`src/rtl/spi_ss_pkg.sv`:
```
package spi_ss_pkg;
  typedef enum logic {
    ROLE_SLAVE  = 1'b0,
    ROLE_MASTER = 1'b1
  } role_e;

  localparam int unsigned SYNC_MIN_STAGES = 2;
  localparam logic SS_IDLE_LEVEL = 1'b1;
endpackage

```
`src/rtl/spi_ss_sync.sv`:
```
module spi_ss_sync #(
  parameter int unsigned STAGES  = 2,
  parameter logic        RST_VAL = 1'b1
) (
  input  logic clk,
  input  logic rst_n,
  input  logic din,
  output logic dout
);
  logic [STAGES-1:0] chain_q;
  logic [STAGES-1:0] chain_d;

  always_comb begin
    chain_d = {chain_q[STAGES-2:0], din};
  end

  always_ff @(posedge clk or negedge rst_n) begin
    if (!rst_n) chain_q <= {STAGES{RST_VAL}};
    else        chain_q <= chain_d;
  end

  assign dout = chain_q[STAGES-1];
endmodule

```
`src/rtl/spi_ss_edge.sv`:
```
module spi_ss_edge #(
  parameter logic RST_VAL = 1'b1
) (
  input  logic clk,
  input  logic rst_n,
  input  logic lvl_i,
  output logic rise_o
);
  logic prev_q;
  logic prev_d;

  always_comb begin
    prev_d = lvl_i;
  end

  always_ff @(posedge clk or negedge rst_n) begin
    if (!rst_n) prev_q <= RST_VAL;
    else        prev_q <= prev_d;
  end

  assign rise_o = lvl_i & ~prev_q;
endmodule

```
`src/rtl/spi_ss_fault.sv`:
```
module spi_ss_fault (
  input  logic clk,
  input  logic rst_n,
  input  logic set_i,
  input  logic clr_i,
  output logic flag_o
);
  logic flag_q;
  logic flag_d;
  logic flag_en;

  always_comb begin
    flag_en = set_i | clr_i;
    flag_d  = set_i | (flag_q & ~clr_i);
  end

  always_ff @(posedge clk or negedge rst_n) begin
    if (!rst_n)       flag_q <= 1'b0;
    else if (flag_en) flag_q <= flag_d;
  end

  assign flag_o = flag_q;
endmodule

```
`src/rtl/spi_ss_pinmux.sv`:
```
module spi_ss_pinmux
  import spi_ss_pkg::*;
(
  input  role_e role_i,
  input  logic  flt_en_i,
  input  logic  ddr_i,
  input  logic  port_out_i,
  input  logic  ss_sync_i,
  input  logic  sck_i,
  output logic  ss_oe_o,
  output logic  ss_out_o,
  output logic  miso_oe_o,
  output logic  sck_gate_o,
  output logic  mosi_oe_o,
  output logic  sck_oe_o
);
  logic is_master;
  logic slave_sel;

  always_comb begin
    is_master  = (role_i == ROLE_MASTER);
    slave_sel  = ~is_master & ~ss_sync_i;
    ss_oe_o    = is_master & ~flt_en_i & ddr_i;
    ss_out_o   = ss_oe_o & port_out_i;
    miso_oe_o  = slave_sel;
    sck_gate_o = slave_sel & sck_i;
    mosi_oe_o  = is_master;
    sck_oe_o   = is_master;
  end
endmodule

```
`src/rtl/spi_ss_ctrl.sv`:
```
module spi_ss_ctrl
  import spi_ss_pkg::*;
#(
  parameter int unsigned SYNC_STAGES = 2
) (
  input  logic clk,
  input  logic rst_n,
  input  logic ss_pin_i,
  input  logic mstr_cfg_i,
  input  logic flt_en_i,
  input  logic ddr_i,
  input  logic port_out_i,
  input  logic sck_i,
  input  logic flt_clr_i,
  output logic ss_oe_o,
  output logic ss_out_o,
  output logic ss_raw_o,
  output logic miso_oe_o,
  output logic sck_gate_o,
  output logic abort_o,
  output logic fault_o,
  output logic mosi_oe_o,
  output logic sck_oe_o,
  output logic master_o
);
  localparam int unsigned STAGES_EFF =
    (SYNC_STAGES < SYNC_MIN_STAGES) ? SYNC_MIN_STAGES : SYNC_STAGES;

  logic  ss_sync;
  logic  ss_rise;
  logic  fault_q;
  logic  mstr_pre;
  logic  mstr_flt_set;
  logic  slv_flt_set;
  role_e role_eff;

  spi_ss_sync #(.STAGES(STAGES_EFF), .RST_VAL(SS_IDLE_LEVEL)) u_sync (
    .clk  (clk),
    .rst_n(rst_n),
    .din  (ss_pin_i),
    .dout (ss_sync)
  );

  spi_ss_edge #(.RST_VAL(SS_IDLE_LEVEL)) u_edge (
    .clk   (clk),
    .rst_n (rst_n),
    .lvl_i (ss_sync),
    .rise_o(ss_rise)
  );

  always_comb begin
    mstr_pre     = mstr_cfg_i & ~fault_q;
    mstr_flt_set = mstr_pre & flt_en_i & ~ss_sync;
    slv_flt_set  = ~mstr_pre & flt_en_i & ss_rise;
    role_eff     = (mstr_pre & ~mstr_flt_set) ? ROLE_MASTER : ROLE_SLAVE;
  end

  spi_ss_fault u_fault (
    .clk   (clk),
    .rst_n (rst_n),
    .set_i (mstr_flt_set | slv_flt_set),
    .clr_i (flt_clr_i),
    .flag_o(fault_q)
  );

  spi_ss_pinmux u_mux (
    .role_i    (role_eff),
    .flt_en_i  (flt_en_i),
    .ddr_i     (ddr_i),
    .port_out_i(port_out_i),
    .ss_sync_i (ss_sync),
    .sck_i     (sck_i),
    .ss_oe_o   (ss_oe_o),
    .ss_out_o  (ss_out_o),
    .miso_oe_o (miso_oe_o),
    .sck_gate_o(sck_gate_o),
    .mosi_oe_o (mosi_oe_o),
    .sck_oe_o  (sck_oe_o)
  );

  assign ss_raw_o = ss_pin_i;
  assign abort_o  = ~mstr_pre & ss_rise;
  assign fault_o  = fault_q;
  assign master_o = (role_eff == ROLE_MASTER);
endmodule

```
`config.mk`:
```
export PLATFORM = sky130hd
export DESIGN_NAME = spi_ss_ctrl
export DESIGN_NICKNAME = d
export VERILOG_FILES = /design/src/rtl/spi_ss_pkg.sv /design/src/rtl/spi_ss_sync.sv /design/src/rtl/spi_ss_edge.sv /design/src/rtl/spi_ss_fault.sv /design/src/rtl/spi_ss_pinmux.sv /design/src/rtl/spi_ss_ctrl.sv
export SDC_FILE = /design/constraint.sdc
export NUM_CORES = 1
export LEC_CHECK = 0
export BUFFER_PORTS_ARGS = -buffer_cell sky130_fd_sc_hd__buf_2
export CAP_MARGIN = 20
export CORE_AREA = 2 2 39 41
export CTS_CLUSTER_DIAMETER = 150
export DETAILED_ROUTE_END_ITERATION = 8
export DIE_AREA = 0 0 41 43
export PLACE_DENSITY_LB_ADDON = 0.05
export SLEW_MARGIN = 20
export SYNTH_ARGS = -nofsm -noshare
export SYNTH_HDL_FRONTEND = slang
export SYNTH_SLANG_ARGS = --single-unit
```
`constraint.sdc`:
```
create_clock -name clk -period 1.6 [get_ports clk]
set_clock_uncertainty 0.1 [all_clocks]
set_input_delay 0.08 -clock clk [delete_from_list [all_inputs] [get_ports clk]]
set_output_delay 0.08 -clock clk [all_outputs]
set_load 0.02 [all_outputs]
```
==> impl_metrics.yaml, run 1 <==
sta:
  tightest_slew_ps: 177
  drv_slew: 0
  hold_viol_final: 0
  tns_ps: 0
  setup_viol: 0
  rsz0062_at_grt: "false"
  relSlewSlack_pct: 88.1
  min_period_ps: 1420
  clock.fmax_mhz: 705
  period_share_pct: 88.7
clock_tree:
  cts_setup_buffers: 0
  root_buffer: "clkbuf_4"
  numCtsBuffers: 3
  clockBufferDepth: 2
  cts_sinks: 4
  htree_levels: 1
  path_clk_slew_ps: 40
  cts_tree: "yes"
  clock_latency_ps: 230
setup_path:
  cp_data_required_time_ps: 1420
  cp-start-kind: "flop"
  setup.worst_path.end_class: "output pin"
  path_max_fanout: 4
  crit_cells: 4
  path_buf_inv: 1
  path_delay_family: "simple AND/OR/NAND/NOR gates"
  worstSetupPathType: "flop to output pin"
  path_cells: "nor3b_2, nor2_1, and2_1, buf_2"
  slowest_stage: "dfrtp_1"
  ff2ff_path_depth: 3
  crit_arrival_ps: 1240
  critical-path-max-stage-delay_ps: 420
logic_synthesis:
  synth.avg_cell_area_um2: 12.0
  ys_seq_area_share_pct: 48.0
  yosys_warnings: 0
  synthesis.nets: 27
  ys_ff_latch: 4
  synth_cell_types: 10
  synthesis.instances: 18
  synth_area_um2: 216
drt:
  drt-pass1-iter-count: 1
  drc: 0
  vias_per_cell: 3.64
  finalWirelength_um: 514
  wl_per_cell_um: 9.35
  dr_total_vias: 200
  final_antenna_net_count: 0
  drt_iter0_drc: 0
global_routing:
  globalRouteOverflowTotal: 0
  grt_max_degree: 5
  grtUsageTotal_pct: 6.77
  antenna_found_initial: 0
  grt_pass1_wl_um: 759
  grt_pass1_vias: 194
placed_design:
  placed_area_um2: 304
  place_hpwl_um: 431
  portBuffers: 18
  routabilityCongestion: 0.531
layout:
  num_antenna_cells: 0
  nNetsFinal: 49
  drive_above_1_share_pct: 69.2
  syn_to_final_growth_pct: 61.8
  postLayoutCellArea_um2: 350
floorplanning:
  num_io_pins: 19
  fp.dieW_um: 41
  start_util_pct: 15.6
  core_area_um2: 1380
  die_h_um: 43
  dieArea_um2: 1760
  rows: 14
worst_hold_path:
  holdPathStages: 2
  min-delay-path-class: "input port to flop"
run_status:
  status: "finished, final reports clean"
power:
  p_leak_nw: 0.185
  max-vdd-ir-drop_v: 0.000409
  power_density_nw_per_um2: 955
run:
  cap_violations: 0
==> area by class of cell <==
| type | count | area [um2] |
|---|---|---|
| clock buffers | 4 | 26.3 |
| fillers | 161 | 1030 |
| multi-input cells | 11 | 90.1 |
| flip-flops and latches | 4 | 104 |
| well taps | 16 | 20.0 |
| repair buffers | 20 | 110 |
==> final timing paths <==
path,end,slack [ps],from
worst max register to register,u_fault.flag_o,400,u_fault.flag_o
min in group asynchronous,u_fault.flag_o,70,rst_n
worst min-delay path,u_fault.flag_o,40,flt_en_i
worst max-delay path,sck_gate_o,180,u_fault.flag_o
max in group asynchronous,u_sync.chain_q[0],1120,rst_n
worst min register to register,u_sync.chain_q[1],250,u_sync.chain_q[0]
==> synthesized netlist by cell type <==
| library cell | count | area, um2 |
|---|---|---|
| buf_4 | 3 | 22.5 |
| dfstp_2 | 3 | 78.8 |
| nor2b_1 | 3 | 18.8 |
| and2_1 | 2 | 12.5 |
| nor3b_2 | 2 | 25.0 |
| a221o_1 | 1 | 10.0 |
| and3_1 | 1 | 6.26 |
| dfrtp_1 | 1 | 25.0 |
| nor2_1 | 1 | 3.75 |
| nor2b_4 | 1 | 13.8 |
==> what timing repair did <==
item	4_1_cts	5_1_grt
endpoints found under the hold margin	5	0
resized for setup	0	0
hold buffers	2	0
==> worst register-to-register path, cell delays in order (launching register included) <==
cell	delay, ps
dfrtp_1	420
nor2b_4	150
nor3b_2	60
a221o_1	340
==> sequential cells by signal, indices dropped and copies added (netlist names) <==
register        flops
u_sync.chain_q      2
u_edge.prev_q       1
u_fault.flag_o      1
==> logic make-up (layout without fill, tap and decap cells) <==
logic type / after synthesis / count (layout) / share of synthesized area, %
AO/OA/AOI/OAI: 1 / 1 / 4.62
buffers and inverters: 3 / 24 / 10.4
AND/OR/NAND/NOR: 10 / 10 / 37.0
flip-flops: 4 / 4 / 48.0
==> where the power goes <==
group	total, mW	switching [mW]	internal (mW)	leakage [nW]
Clock	0.135	0.0418	0.0936	0.0150
Sequential	0.119	0.00733	0.112	0.0443
Combinational	0.0800	0.0443	0.0357	0.126
Total	0.335	0.0934	0.241	0.185
==> layout by cell type (no fill, tap or decap) <==
cell / n
a221o_1: 1
and3_1: 1
nor2b_1: 3
dlygate4sd3_1: 2
dfrtp_1: 1
and2_1: 2
nor2b_4: 1
buf_2: 18
dfstp_2: 3
clkbuf_1: 1
nor3b_2: 2
nor2_1: 1
clkbuf_4: 3
==> through the flow <==
stage / setup WS, ps / total power, mW / cells / hold WS, ps / utilization, %
6_report: 181 / 0.335 / 55 / 35.1 / 25.3
5_1_grt: 60.9 / 0.357 / 55 / 48.0 / 25.3
4_1_cts: 154 / 0.343 / 55 / 38.8 / 25.3
3_5_place_dp: 391 / 0.198 / 49 / -210 / 22.0
3_3_place_gp: 400 / 0.198 / 49 / -212 / 22.0
2_1_floorplan: 138 / 0.173 / 18 / -316 / -
==> per-layer routing <==
layer | up-vias | global-route usage (%) | wire [um] | share of wire (%)
met4 | 0 | 4.00 | 0 | 0
met3 | 0 | 4.71 | 47 | 9.1
li1 | 101 | - | - | -
met5 | - | 0 | 0 | 0
met1 | 90 | 6.91 | 190 | 37
met2 | 9 | 9.69 | 275 | 54
Note: power is estimated with default switching activity, not from simulation.
==> run 2: changes to the inputs <==
==> constraint.sdc (replaced) <==
create_clock -name clk -period 1.6 [get_ports clk]
set_clock_uncertainty 0.1 [all_clocks]
set_input_delay 0.08 -clock clk [delete_from_list [all_inputs] [get_ports clk]]
set_output_delay 0.08 -clock clk [all_outputs]
set_load 0.1 [all_outputs]
==> run 2 against run 1 <==
Effect of this change: setup slack worse by 170 ps; wire length is 0.97% lower; die area is the same; sequential power rose by 3%; largest cell class unchanged.
==> impl_metrics.yaml, run 2 (synthesized netlist as in run 1, its figures left out) <==
floorplanning:
  rows: 14
  core_area_um2: 1380
  fp.dieW_um: 41
  die_h_um: 43
  num_io_pins: 19
  dieArea_um2: 1760
  start_util_pct: 15.6
sta:
  tightest_slew_ps: 486
  drv_slew: 0
  rsz0062_at_grt: "true"
  tns_ps: 0
  min_period_ps: 1590
  setup_viol: 0
  relSlewSlack_pct: 67.8
  clock.fmax_mhz: 628
  period_share_pct: 99.6
  hold_viol_final: 0
layout:
  regMostFlops: "u_sync.chain_q"
  final_core_util_pct: 36.4
  syn_to_final_growth_pct: 133
  final_cell_mix: "buf_2, buf_12, clkbuf_4, dfstp_2"
  mostFrequentLayoutCell: "buf_2"
  num_antenna_cells: 0
  drive_above_1_share_pct: 85.0
  nNetsFinal: 50
  largest_reg_flops: 2
setup_path:
  setup.worst_path.end_class: "output pin"
  path_max_fanout: 4
  cp_data_required_time_ps: 1420
  crit_arrival_ps: 1410
  worstSetupPathType: "flop to output pin"
  cp-start-kind: "flop"
drt:
  vias_per_cell: 3.79
  drt-pass1-iter-count: 2
  dr_total_vias: 212
  wl_per_cell_um: 9.09
  drt_iter0_drc: 4
  finalWirelength_um: 509
  drc: 0
  final_antenna_net_count: 0
clock_tree:
  path_clk_slew_ps: 50
  root_buffer: "clkbuf_4"
  cts_tree: "yes"
  htree_levels: 1
  clock_latency_ps: 240
  clockBufferDepth: 2
  cts_sinks: 4
  numCtsBuffers: 3
worst_hold_path:
  min-delay-path-class: "input port to flop"
power:
  max-vdd-ir-drop_v: 0.000446
  power_density_nw_per_um2: 1020
  p_leak_nw: 0.225
  total_power_uw: 517
run:
  cap_violations: 0
global_routing:
  grt_pass1_wl_um: 752
  globalRouteOverflowTotal: 0
  grt_max_degree: 5
  grtUsageTotal_pct: 6.75
  antenna_found_initial: 0
  grt_pass1_vias: 194
placed_design:
  portBuffers: 18
  routabilityCongestion: 0.569
  place_hpwl_um: 425
run_status:
  status: "finished, final reports clean"
[run 2: changes by cell type in the layout (fill, tap and decap cells not counted), sizes merged]
cell	before	now
buf	18	19
[run 2: layout make-up]
class,count,area (um2)
tap,16,20.0
fill,135,880
multi-input combinational,11,128
timing repair buffer,21,223
sequential,4,108
clock buffer,4,26.3
[run 2: final timing paths]
path	start	to	slack, ps	depth (start not counted)
max	u_fault.flag_o	ss_out_o	7	3
min	flt_en_i	u_fault.flag_o	50	2
max reg2reg	u_fault.flag_o	u_fault.flag_o	220	4
min reg2reg	u_sync.chain_q[0]	u_sync.chain_q[1]	250	0
max in group asynchronous	rst_n	u_sync.chain_q[1]	1110	2
min in group asynchronous	rst_n	u_fault.flag_o	70	2
[run 2: worst max-delay path, stage by stage (launching register included)]
cell	delay, ps
dfrtp_4	500
nor3b_4	270
and3_4	240
buf_12	170
[run 2: repair_timing]
item / CTS / global route
hold endpoints to repair: 5 / 0
setup buffers: 0 / 1
gates resized for setup: 6 / 0
endpoints found under the setup margin: 3 / 6
pin swaps: 1 / 2
hold buffers: 2 / 0
[run 2: routing by layer]
layer	GRT usage [%]	part of all wire (%)	vias up
li1	-	-	102
met1	7.14	36	98
met2	9.38	53	12
met3	6.28	11	0
met4	2.00	0	0
met5	0	0	-
[run 2: where the power goes]
part	switching (mW)	internal [mW]	total, mW
registers	0.00930	0.114	0.123
logic	0.170	0.0849	0.255
clock network	0.0442	0.0937	0.138
[run 2: stage by stage]
stage	cell area [um2]	instances	worst slack (ps)	hold slack (ps)
global route	504	56	-42.8	56.2
finish	504	56	7.18	52.7
global placement	428	49	126	-211
floorplan	275	18	-433	-316
CTS	497	55	-33.3	46.7
detailed placement	428	49	106	-208
